## src/rtl/ic_channel.sv

```systemverilog
module ic_channel #(
  parameter int TW    = 16,
  parameter int DEPTH = 4,
  parameter int DIV_A = 4,
  parameter int DIV_B = 16,
  parameter int SYNC  = 2
) (
  input  logic          clk,
  input  logic          rst_n,
  input  logic          pin_i,
  input  logic [TW-1:0] tmr_a_i,
  input  logic [TW-1:0] tmr_b_i,
  input  logic [2:0]    mode_i,
  input  logic          tsel_i,
  input  logic [1:0]    ithr_i,
  input  logic          rd_i,
  output logic [TW-1:0] rdata_o,
  output logic          nempty_o,
  output logic          ovf_o,
  output logic          irq_o,
  output logic          wake_o
);
  localparam int AW = $clog2(DEPTH);
  localparam int CW = $clog2(DEPTH + 1);
  localparam int PW = $clog2(DIV_B);

  logic [SYNC-1:0] sync_q;
  logic            prev_q;
  logic [2:0]      mode_q;
  logic [PW-1:0]   pre_q;
  logic [TW-1:0]   mem [DEPTH];
  logic [AW-1:0]   wp_q, rp_q;
  logic [CW-1:0]   cnt_q, cnt_nxt;
  logic [1:0]      icnt_q;
  logic            cap, push, pop, full, off, mode_chg, pre_mode, pre_hit, anyedge;

  wire lvl  = sync_q[SYNC-1];
  wire rise = lvl & ~prev_q;
  wire fall = ~lvl & prev_q;
  wire [TW-1:0] stamp   = tsel_i ? tmr_b_i : tmr_a_i;
  wire [PW-1:0] pre_lim = (mode_i == 3'b101) ? PW'(DIV_B - 1) : PW'(DIV_A - 1);

  assign anyedge  = rise | fall;
  assign off      = (mode_i == 3'b000);
  assign mode_chg = (mode_i != mode_q);
  assign pre_mode = (mode_i == 3'b100) || (mode_i == 3'b101);
  assign pre_hit  = pre_mode && rise && !mode_chg && (pre_q == pre_lim);
  assign full     = (cnt_q == CW'(DEPTH));
  assign push     = cap && !full;
  assign pop      = rd_i && (cnt_q != '0) && !off;
  assign cnt_nxt  = cnt_q + CW'(push) - CW'(pop);

  always_comb begin
    case (mode_i)
      3'b001:         cap = anyedge;
      3'b010:         cap = fall;
      3'b011:         cap = rise;
      3'b100, 3'b101: cap = pre_hit;
      default:        cap = 1'b0;
    endcase
  end

  always_ff @(posedge clk or negedge rst_n) begin
    if (!rst_n) begin
      sync_q <= '0;
      prev_q <= 1'b0;
      mode_q <= 3'b000;
    end else begin
      sync_q <= {sync_q[SYNC-2:0], pin_i};
      prev_q <= lvl;
      mode_q <= mode_i;
    end
  end

  always_ff @(posedge clk or negedge rst_n) begin
    if (!rst_n)                  pre_q <= '0;
    else if (off || mode_chg)    pre_q <= '0;
    else if (pre_mode && rise)   pre_q <= (pre_q == pre_lim) ? '0 : pre_q + 1'b1;
  end

  always_ff @(posedge clk or negedge rst_n) begin
    if (!rst_n) begin
      for (int i = 0; i < DEPTH; i++) mem[i] <= '0;
      wp_q  <= '0;
      rp_q  <= '0;
      cnt_q <= '0;
    end else if (off) begin
      wp_q  <= '0;
      rp_q  <= '0;
      cnt_q <= '0;
    end else begin
      if (push) begin
        mem[wp_q] <= stamp;
        wp_q      <= wp_q + 1'b1;
      end
      if (pop) rp_q <= rp_q + 1'b1;
      cnt_q <= cnt_nxt;
    end
  end

  always_ff @(posedge clk or negedge rst_n) begin
    if (!rst_n) begin
      ovf_o  <= 1'b0;
      icnt_q <= '0;
      irq_o  <= 1'b0;
      wake_o <= 1'b0;
    end else begin
      if (off)                ovf_o <= 1'b0;
      else if (cap && full)   ovf_o <= 1'b1;
      else if (cnt_nxt == '0) ovf_o <= 1'b0;
      if (off)       icnt_q <= '0;
      else if (push) icnt_q <= (icnt_q >= ithr_i) ? 2'd0 : icnt_q + 2'd1;
      irq_o  <= (push && icnt_q >= ithr_i) || (mode_i == 3'b111 && anyedge);
      wake_o <= (mode_i == 3'b111) && anyedge;
    end
  end

  assign rdata_o  = mem[rp_q];
  assign nempty_o = (cnt_q != '0);

  assert_depth_bound_R7: assert property (@(posedge clk) disable iff (!rst_n)
    cnt_q <= CW'(DEPTH));
  assert_ovf_from_full_R8: assert property (@(posedge clk) disable iff (!rst_n)
    $rose(ovf_o) |-> $past(cnt_q) == CW'(DEPTH));
  assert_off_clears_R10: assert property (@(posedge clk) disable iff (!rst_n)
    off |=> !nempty_o && !ovf_o);
  assert_wake_no_store_R6: assert property (@(posedge clk) disable iff (!rst_n)
    (mode_i == 3'b111) |=> cnt_q <= $past(cnt_q));
  assert_wake_mode_only_R6: assert property (@(posedge clk) disable iff (!rst_n)
    wake_o |-> $past(mode_i) == 3'b111);
endmodule

```

## config.mk

```make
export PLATFORM = sky130hd
export DESIGN_NAME = ic_channel
export DESIGN_NICKNAME = d
export VERILOG_FILES = /design/src/rtl/ic_channel.sv
export SDC_FILE = /design/constraint.sdc
export NUM_CORES = 1
export LEC_CHECK = 0
export CELL_PAD_IN_SITES_DETAIL_PLACEMENT = 0
export CELL_PAD_IN_SITES_GLOBAL_PLACEMENT = 1
export CORE_MARGIN = 4
export CORE_UTILIZATION = 48
export DETAILED_ROUTE_END_ITERATION = 10
export DONT_BUFFER_PORTS = 1
export PLACE_DENSITY_LB_ADDON = 0.1
export SYNTH_ARGS = -nofsm -noshare
export SYNTH_HDL_FRONTEND = slang
export SYNTH_SLANG_ARGS = --single-unit
```

## constraint.sdc

```tcl
create_clock -name clk -period 3.21 [get_ports clk]
set_input_delay 0 -clock clk [delete_from_list [all_inputs] [get_ports clk]]
set_output_delay 0 -clock clk [all_outputs]
set_load 0.03 [all_outputs]
```

==> run metrics, run 1 <==
Area after DPL approximately 4400 µm²; Hold EP pre_q[0]$_DFFE_PN0P_; most common cell in the netlist dfrtp_1; Syn Std Cell Area 4344 µm²; worst r2r src pre_q[2]$_DFFE_PN0P_; Ports a little over 60; Reg area roughly 2200 µm²; post-synth top area cell dfrtp_1; max_cap viols 0; number of remaining DRC errors 0; R2R Setup Slk around 0.21 ns; 1st-iter DRT viols 74; Netlist cell types 38; Gate Count Post-Synth around 290; CTS Buf Count 9; proportion of synthesized area in mux cells 33.73%; clock tree buffer depth 2; first-pass GRT wire length between 10 and 15 mm; hold depth 3; Multi-input gate area between 2000 and 2500 µm²; Final min period between 3 and 4 ns; flop and latch count out of synthesis 86; antenna cells 0; mean number of vias per cell ~5.4; setup violators final 0; Placer Congestion 0.7659; main combinational cell family by area after synthesis multiplexers; RSZ-0062 raised after global routing no; clock sink total between 80 and 90; CTS clk-pin slew, worst paths ~0.090 ns; root buffer cell clkbuf_8; H-Tree Depth 3; Overall Global Routing Usage 16.27%; largest net degree at the start of global routing 87; Leak approximately 2.4 nW; Net Count, Synth 341; row count 34; buffers added on ports 0; Skew-Pair Late Insertion Delay around 0.36 ns; CP required between 3 and 4 ns; hold crit path type input pin to flop; final core utilization about three fifths; Synth Area in Adders under 10%; hold_sp mode_i[2]; initial antenna violation count 0; Die Wd 103.1 µm; share of cells above drive strength 1 roughly 40%; via count 2412; Max Slew Vio Count 0; Post-Synth Simple-Gate Area approximately 6.3%; CP Class flop to flop; Syn. warnings 0; Final TNS setup 0 ns; CTS tree done; number of synthesized flops with an enable pin 0; actual slew at the worst max-slew pin ~0.9 ns; WL final roughly 8 mm; Final Skew 0.01404 ns; fmax 0.3331 GHz; Detailed Place HPWL 4.915 mm; post-synthesis xor/xnor area fraction under 10%; predominant post-synthesis flop cell dfrtp_1; core area between 8000 and 9000 µm²; Synth top cells by count 86 x dfrtp_1, 43 x mux2_2, 40 x mux2_4; Slew HR roughly two fifths; total gr overflow 0; Synth top area share 49.54%; nets 388; drt first pass iters 4; Min Hold Slack between 0.02 and 0.025 ns; register area share after synthesis about half; worst path arrival time between 3 and 4 ns; PD cells approximately 860 nW/µm²; cells taking the most area after synthesis dfrtp_1 50%, mux2_4 14%, mux2_2 11%; Syn-to-layout area delta 17.40%; Reg2Reg Capture Point ovf_o$_DFFE_PN0P_; ratio of final minimum period to clock period between 90% and 100%; Worst VDD drop between 0.4 and 0.5 mV; area fraction in compound gates after synthesis under 10%; endpoint class of the critical path flop; status finished, final reports clean; CP startpoint kind flop; total power between 0.004 and 0.005 W; Die Footprint approximately 11000 µm²; Post-synth ARST share 100.0%; Post-DRT Antenna Nets 0; final hold violations 0; vias in the first global route 2539; syn avg cell area 15.14 µm²; fillers ~700; wire per inst 17.62 µm; Reg2Reg Depth 14; final instance area between 5000 and 6000 µm²; highest net fanout along the worst path 5; Starting Density roughly 50%; die height 103.1 µm
-- logic make-up (layout without fill, tap and decap cells) --
kind of cell | after synthesis | in the layout
AOI/OAI and AO/OA | 16 | 16
and+or+nand+nor | 44 | 44
xor gates and xnor gates | 7 | 7
muxes | 101 | 101
DFF | 86 | 86
adders and majority gates | 12 | 12
buffers and inverters | 21 | 73
-- layout by cell type, fill, tap and decap left out, types with 2 or more instances in the layout --
cell type	synthesis	final
dfrtp_1	86	86
mux2_2	43	42
mux2_4	40	41
dlygate4sd3_1	0	38
mux4_2	16	16
nor2_1	12	12
ha_1	11	11
clkbuf_8	0	10
buf_4	0	10
inv_1	8	8
nand2_1	9	8
a21oi_1	6	5
xnor2_1	4	4
nand3_4	4	4
nand3_1	3	3
xor2_1	3	3
nand3b_1	3	3
or3_1	2	2
nor2b_1	2	2
o21ai_0	2	2
a21o_1	2	2
mux2i_1	2	2
clkinv_2	0	2
-- how the worst max path moves through the flow --
| stage | from | end |
|---|---|---|
| 6_report | pre_q[2]$_DFFE_PN0P_ | ovf_o$_DFFE_PN0P_ |
| 3_3_place_gp | sync_q[1]$_DFF_PN0_ | ovf_o$_DFFE_PN0P_ |
| 3_5_place_dp | sync_q[1]$_DFF_PN0_ | ovf_o$_DFFE_PN0P_ |
| 5_1_grt | pre_q[3]$_DFFE_PN0P_ | ovf_o$_DFFE_PN0P_ |
| 2_1_floorplan | pre_q[2]$_DFFE_PN0P_ | ovf_o$_DFFE_PN0P_ |
| 4_1_cts | sync_q[1]$_DFF_PN0_ | ovf_o$_DFFE_PN0P_ |
-- worst max-delay path, cell delays in order, from the launching register on --
cell and delay, ns:
dfrtp_1 0.42, or2_1 0.24, mux2_4 0.29, o32ai_4 0.29, nand2_2 0.09, ha_1 0.29
inv_1 0.06, ha_1 0.14, inv_1 0.05, fa_2 0.33, xor2_1 0.15, xnor2_1 0.22
nand3b_1 0.10, a32oi_1 0.16, nor2_1 0.06
-- layer usage --
layer  GRT usage [%]  vias up  share of wire [%]
met3           5.413        4                4.6
met1           22.19     1229                 48
met2           25.21       45                 47
met5               0        -                  0
met4           4.183        0               0.91
li1                -     1134                  -
-- repair_timing --
item | CTS | global route
setup endpoints to repair | 0 | 1
setup buffers | 0 | 5
gates resized for setup | 0 | 4
hold endpoints to repair | 164 | 0
hold buffers | 39 | 0
-- area by class of cell --
type                            instances  share of cell area (%)
Multi-Input combinational cell        180                   41.19
Clock inverter                          5                   1.129
Sequential cell                        86                   42.20
Tap cell                              108                   2.650
Inverter                                8                  0.5888
Clock buffer                           11                   2.772
Timing Repair Buffer                   49                   9.470
-- report_power, final --
group / leakage (nW) / switching, W / internal, W
combinational: 1.21 / 0.000859 / 0.000949
sequential: 1.09 / 0.000298 / 0.00150
clock: 0.104 / 0.000384 / 0.000383
-- metrics by stage --
stage / worst slack (ns) / cells
2_1_floorplan: 0.04362 / 287
3_3_place_gp: 0.2873 / 387
3_5_place_dp: 0.1991 / 387
4_1_cts: 0.1667 / 442
5_1_grt: 0.03921 / 447
6_report: 0.2079 / 447
-- flip-flops by register name (all words and copies together) (netlist names), 2 cells and up --
signal / flops
rp_q: 2
mem: 64
wp_q: 2
sync_q: 2
pre_q: 4
icnt_q: 2
mode_q: 3
cnt_q: 3
Note: power is estimated with default switching activity, not from simulation.
==> run 2: changes to the inputs <==
==> constraint.sdc (replaced) <==
create_clock -name clk -period 3.21 [get_ports clk]
set_input_delay 0 -clock clk [delete_from_list [all_inputs] [get_ports clk]]
set_output_delay 0 -clock clk [all_outputs]
set_load 0.02 [all_outputs]
==> run 2 against run 1 <==
Net effect: via count is essentially flat; die area is the same; clock skew shrank 0.0028 ns; sequential share of layout area grew 0.12 points; hold slack gained 0.011 ns; global-route usage grew 0.45 points; sequential power is essentially flat; final area shrank 0.29%; highest routed layer unchanged.
==> run metrics, run 2 (synthesis gave the netlist of run 1 again) <==
status finished, final reports clean (unchanged); final core utilization 58.02% (was 58.20%); Final min period 3.031 ns (was 3.002 ns); CP required 3.45 ns (was 3.46 ns); Seq pwr share 42.6% (was 41.2%); row count 34 (unchanged); clock sink total 86 (unchanged); Reg with most FFs mem (unchanged); largest net degree at the start of global routing 87 (unchanged); switching share of power 33.53% (was 35.22%); Skew-Pair Late Insertion Delay 0.35 ns (was 0.36 ns); wire per inst 18.22 µm (was 17.62 µm); Leak 2.380 nW (was 2.404 nW); setup violators final 0 (unchanged); Final Skew 0.01125 ns (was 0.01404 ns); final hold violations 0 (unchanged); critical path cell sequence or2_1, mux2_2, o32ai_4, nand2_2, ha_1, inv_1, ha_1, inv_1, fa_1, xor2_1, xnor2_1, nand3b_1, a32oi_1, nor2_1 (was or2_1, mux2_4, o32ai_4, nand2_2, ha_1, inv_1, ha_1, inv_1, fa_2, xor2_1, xnor2_1, nand3b_1, a32oi_1, nor2_1); Die Wd 103.1 µm (unchanged); most frequent cells in the layout 86 x dfrtp_1, 43 x mux2_2, 40 x mux2_4 (was 86 x dfrtp_1, 42 x mux2_2, 41 x mux2_4); post-place setup slack 0.2198 ns (was 0.1991 ns); die height 103.1 µm (unchanged); Detailed Place HPWL 5.000 mm (was 4.915 mm); Die Footprint 10640 µm² (unchanged); CTS clk-pin slew, worst paths 0.09 ns (about the same); buffers added on ports 0 (unchanged); core area 8763 µm² (unchanged); number of remaining DRC errors 0 (unchanged); Syn-to-layout area delta 17.05% (was 17.40%); most common cell after layout, fill and taps aside dfrtp_1 (unchanged); first-pass GRT wire length 13.46 mm (was 13.03 mm); Final TNS setup 0 ns (unchanged); worst path arrival time 3.28 ns (was 3.25 ns); total power 0.004219 W (was 0.004377 W); max_cap viols 0 (unchanged); CP Class flop to flop (unchanged); Sw Pwr 0.001415 W (was 0.001541 W); Post-DRT Antenna Nets 0 (unchanged); fmax 0.3299 GHz (was 0.3331 GHz); Placer Congestion 0.7924 (was 0.7659); clock share of power 18.2% (was 17.5%); endpoint class of the critical path flop (unchanged); Int Power 0.002804 W (was 0.002835 W); share of cells above drive strength 1 39.35% (was 39.82%); hold crit path type input pin to flop (unchanged); Starting Density 49.57% (unchanged); CTS Buf Count 9 (unchanged); ratio of final minimum period to clock period 94.43% (was 93.52%); Max stage delay on crit path 0.42 ns (about the same); Max Slew Vio Count 0 (unchanged); nets 387 (was 388); WL final 8.127 mm (was 7.877 mm); Slew HR 41.08% (was 40.98%); clock tree buffer depth 2 (unchanged); mean number of vias per cell 5.404 (was 5.396); vias in the first global route 2592 (was 2539); initial antenna violation count 0 (unchanged); total gr overflow 0 (unchanged); PD cells 829.7 nW/µm² (was 858.2 nW/µm²); Ports 62 (unchanged); highest net fanout along the worst path 4 (was 5); CP startpoint kind flop (unchanged); Overall Global Routing Usage 16.71% (was 16.27%); H-Tree Depth 3 (unchanged); root buffer cell clkbuf_8 (unchanged); via count 2410 (was 2412); Comb pwr share 39.2% (was 41.3%); actual slew at the worst max-slew pin 0.8838 ns (was 0.8853 ns); Regs by FF count mem x64, pre_q x4 (unchanged); max reg flops 64 (unchanged); slowest CP cell dfrtp_1 (unchanged); CTS tree done (unchanged); Worst VDD drop 0.4251 mV (was 0.4690 mV); antenna cells 0 (unchanged); 1st-iter DRT viols 73 (was 74); setup slack after layout 0.1787 ns (was 0.2079 ns); drt first pass iters 4 (unchanged)
==> run 2: changes by cell type in the layout (fill, tap and decap cells not counted), sizes merged <==
cell / previous run / this run
clkinv: 3 / 0
clkinvlp: 0 / 3
buf: 11 / 10
clkbuf: 11 / 10
inv: 9 / 10
==> run 2: timing repair <==
action	in CTS	in global routing
setup buffers	0	5
resized for setup	0	2
hold endpoints to repair	166	0
setup endpoints to repair	0	1
hold buffers	39	0
==> run 2: area by class of cell <==
cell class	count	area, µm²
clock inverters	6	70.07
flip-flops and latches	86	2152
multi-input cells	180	2095
well taps	108	135.1
repair buffers	48	475.5
inverters	8	30.03
clock buffers	10	127.6
fillers	694	3679
==> run 2: per-layer routing <==
metal	track usage, %	vias up	part of all wire [%]
met5	0	-	0
met4	3.586	0	0.95
met3	5.345	7	4.6
met2	26.49	44	48
met1	22.72	1226	46
li1	-	1133	-
==> run 2: power groups by stage <==
stage	clock network (W)	logic, W	registers (W)
after floorplan	0	0.00144	0.00168
after detailed placement	0	0.00157	0.00181
after CTS	0.000802	0.00165	0.00180
after global routing	0.000851	0.00180	0.00185
after global placement	0	0.00155	0.00181
final	0.000769	0.00165	0.00180
==> run 2: worst max-delay path: cells and delay by family, from the launching register on <==
family,cells,cell delay (ns)
multiplexers,1,0.29
XOR/XNOR,2,0.37
AO/OA/AOI/OAI,2,0.44
buffers and inverters,2,0.11
AND/OR/NAND/NOR,4,0.50
adder cells (fa/ha/maj),3,0.80
flip-flops,1,0.42
==> run 2: worst paths after layout <==
kind | cells after the start | slack (ns) | startpoint | endpoint
hold reg to reg | 0 | 0.36 | sync_q[0]$_DFF_PN0_ | sync_q[1]$_DFF_PN0_
max in group asynchronous | 2 | 2.66 | rst_n | mem[32]$_DFFE_PN0P_
min in group asynchronous | 2 | 0.22 | rst_n | mem[57]$_DFFE_PN0P_
hold / removal | 4 | 0.04 | mode_i[1] | pre_q[0]$_DFFE_PN0P_
setup / recovery | 14 | 0.18 | pre_q[2]$_DFFE_PN0P_ | ovf_o$_DFFE_PN0P_
setup reg to reg | 14 | 0.18 | pre_q[2]$_DFFE_PN0P_ | ovf_o$_DFFE_PN0P_
==> run 2: stage by stage <==
stage	instances	hold slack, ns	cell area [µm²]
6_report	446	0.03579	5085
3_3_place_gp	386	-0.2931	4433
4_1_cts	441	0.01249	5039
3_5_place_dp	386	-0.2930	4433
5_1_grt	446	0.06805	5085
2_1_floorplan	287	-0.2956	4347
==> run 3: changes to the inputs <==
--- a/config.mk
+++ b/config.mk
@@ -8,10 +8,11 @@
 export CELL_PAD_IN_SITES_DETAIL_PLACEMENT = 0
 export CELL_PAD_IN_SITES_GLOBAL_PLACEMENT = 1
 export CORE_MARGIN = 4
-export CORE_UTILIZATION = 48
+export CORE_UTILIZATION = 33
 export DETAILED_ROUTE_END_ITERATION = 10
 export DONT_BUFFER_PORTS = 1
 export PLACE_DENSITY_LB_ADDON = 0.1
+export SLEW_MARGIN = 0
 export SYNTH_ARGS = -nofsm -noshare
 export SYNTH_HDL_FRONTEND = slang
 export SYNTH_SLANG_ARGS = --single-unit
==> run 3 against run 2 <==
Net effect: final area increased by 2.6%; worst setup slack better by 0.059 ns; highest routed layer unchanged; sequential share of layout area decreased by 1.1 points; critical path type unchanged.
==> run metrics, run 3 (synthesis gave the netlist of run 1 again) <==
status finished, final reports clean (unchanged); WP buf/inv 2 (unchanged); actual slew at the worst max-slew pin 0.9229 ns (was 0.8838 ns); placed insts 450 (was 386); number of remaining DRC errors 0 (unchanged); clock sink total 86 (unchanged); die height 122.7 µm (was 103.1 µm); Skew-Pair Late Insertion Delay 0.33 ns (was 0.35 ns); Max stage delay on crit path 0.41 ns (was 0.42 ns); Reg with most FFs mem (unchanged); 1st-iter DRT viols 108 (was 73); highest net fanout along the worst path 5 (was 4); root buffer cell clkbuf_16 (was clkbuf_8); Final Skew 0.004059 ns (was 0.01125 ns); largest net degree at the start of global routing 87 (unchanged); CTS Buf Count 9 (unchanged); wire per inst 17.92 µm (was 18.22 µm); max reg flops 64 (unchanged); nets 383 (was 387); Max Slew Vio Count 0 (unchanged); fillers 1179 (was 694); routing usage on met1 16.76% (was 22.72%); Min Hold Slack 0.01839 ns (was 0.03579 ns); Reg2Reg Capture Point ovf_o$_DFFE_PN0P_ (unchanged); initial antenna violation count 0 (unchanged); Die Footprint 15060 µm² (was 10640 µm²); CP required 3.43 ns (was 3.45 ns); clock tree buffer depth 2 (unchanged); vias in the first global route 2655 (was 2592); H-Tree Depth 3 (unchanged); stages on the worst setup path 14 (unchanged); via count 2443 (was 2410); endpoint class of the critical path flop (unchanged); Overall Global Routing Usage 12.94% (was 16.71%); core area 12770 µm² (was 8763 µm²); most common cell after layout, fill and taps aside dfrtp_1 (unchanged); worst r2r src pre_q[2]$_DFFE_PN0P_ (unchanged); CTS clk-pin slew, worst paths 0.06 ns (was 0.09 ns); max_cap viols 0 (unchanged); Multi-input gate area 2095 µm² (unchanged); WL final 9.065 mm (was 8.127 mm); setup violators final 0 (unchanged); final core utilization 40.84% (was 58.02%); busiest layer in global routing met2 (unchanged); hold crit path type input pin to flop (unchanged); met3 GRT Util 4.747% (was 5.345%); slowest CP cell dfrtp_1 (unchanged); Post-DRT Antenna Nets 0 (unchanged); Cell Count, Final, Fillers Out 506 (was 446); CP startpoint kind flop (unchanged); ratio of final minimum period to clock period 92.61% (was 94.43%); delay-heaviest family, CP adder cells (unchanged); final hold violations 0 (unchanged); Regs by FF count mem x64, pre_q x4 (unchanged); PD cells 858.3 nW/µm² (was 829.7 nW/µm²); Leak 2.409 nW (was 2.380 nW); met2 Use GR 20.64% (was 26.49%); share of cells above drive strength 1 38.62% (was 39.35%); mean number of vias per cell 4.828 (was 5.404); total gr overflow 0 (unchanged); antenna cells 0 (unchanged); Worst VDD drop 0.4050 mV (was 0.4251 mV); Reg area 2152 µm² (unchanged); worst path arrival time 3.19 ns (was 3.28 ns); Syn-to-layout area delta 20.07% (was 17.05%); Hold EP cnt_q[1]$_DFF_PN0_ (was pre_q[0]$_DFFE_PN0P_); CP Class flop to flop (unchanged); drt first pass iters 4 (unchanged); Ports 62 (unchanged); Final min period 2.973 ns (was 3.031 ns); Starting Density 34.01% (was 49.57%); Slew HR 38.47% (was 41.08%); most frequent cells in the layout 86 x dfrtp_1, 43 x mux2_2, 40 x mux2_4 (unchanged); Reg2Reg Depth 14 (unchanged); hold_sp mode_i[2] (was mode_i[1]); row count 41 (was 34); Placer Congestion 0.7188 (was 0.7924); fmax 0.3364 GHz (was 0.3299 GHz); CTS tree done (unchanged); Detailed Place HPWL 5.584 mm (was 5.000 mm); R2R Setup Slk 0.24 ns (was 0.18 ns); first-pass GRT wire length 14.55 mm (was 13.46 mm); buffers added on ports 0 (unchanged); critical path cell sequence or2_1, mux2_2, o32ai_4, nand2_2, ha_1, inv_1, ha_1, inv_1, fa_1, xor2_1, xnor2_1, nand3b_1, a32oi_1, nor2_1 (unchanged); Die Wd 122.7 µm (was 103.1 µm); hold depth 3 (was 4)
==> run 3: cell types whose count changed in the layout (fill, tap and decap cells not counted) <==
cell,before,now
buf_4,9,7
clkbuf_1,1,3
clkbuf_16,0,9
clkbuf_8,9,0
clkinv_2,0,2
clkinvlp_4,3,1
dlygate4sd3_1,38,36
inv_6,2,0
==> run 3: metal layers <==
metal	part of all wire (%)	routed length, µm
met1	47	4272
met2	47	4245
met3	5.0	454
met4	1.0	93
met5	0	0
==> run 3: tightest hold or removal path, cell delays in order <==
cell and delay [ns]:
nor3_1 0.05, buf_4 0.17, nor2_1 0.09
==> run 3: worst max-delay path by stage <==
stage                               from                 to
global route         sync_q[1]$_DFF_PN0_  ovf_o$_DFFE_PN0P_
global placement     sync_q[1]$_DFF_PN0_  ovf_o$_DFFE_PN0P_
CTS                  sync_q[1]$_DFF_PN0_  ovf_o$_DFFE_PN0P_
floorplan           pre_q[2]$_DFFE_PN0P_  ovf_o$_DFFE_PN0P_
detailed placement   sync_q[1]$_DFF_PN0_  ovf_o$_DFFE_PN0P_
finish              pre_q[2]$_DFFE_PN0P_  ovf_o$_DFFE_PN0P_
==> run 3: per-stage QoR <==
step           setup TNS (ns)  worst slack, ns  cell area, µm²  total power (W)
3_5_place_dp                0           0.1769            4513         0.003413
6_report                    0           0.2373            5216         0.004477
3_3_place_gp                0           0.2418            4513         0.003404
5_1_grt             -0.003272        -0.003272            5216         0.004771
2_1_floorplan               0          0.04370            4347         0.003121
4_1_cts                     0           0.1501            5185         0.004535
==> run 3: final cells by class <==
type,count,share of cell area (%)
clock inverter,4,0.9115
inverter,8,0.5757
clock buffer,12,4.533
timing repair buffer,44,8.443
sequential,86,41.26
tap,172,4.126
multi-input combinational,180,40.15
==> run 3: what timing repair did <==
action	CTS	global route
setup buffers	0	3
endpoints found under the setup margin	0	1
gates resized for setup	0	2
hold buffers	37	0
endpoints found under the hold margin	128	0
==> run 3: power breakdown <==
part	switching, W	internal, W	leakage, nW
logic	0.000731	0.000931	1.18
registers	0.000295	0.00151	1.09
clock network	0.000412	0.000601	0.137
total	0.00144	0.00304	2.41
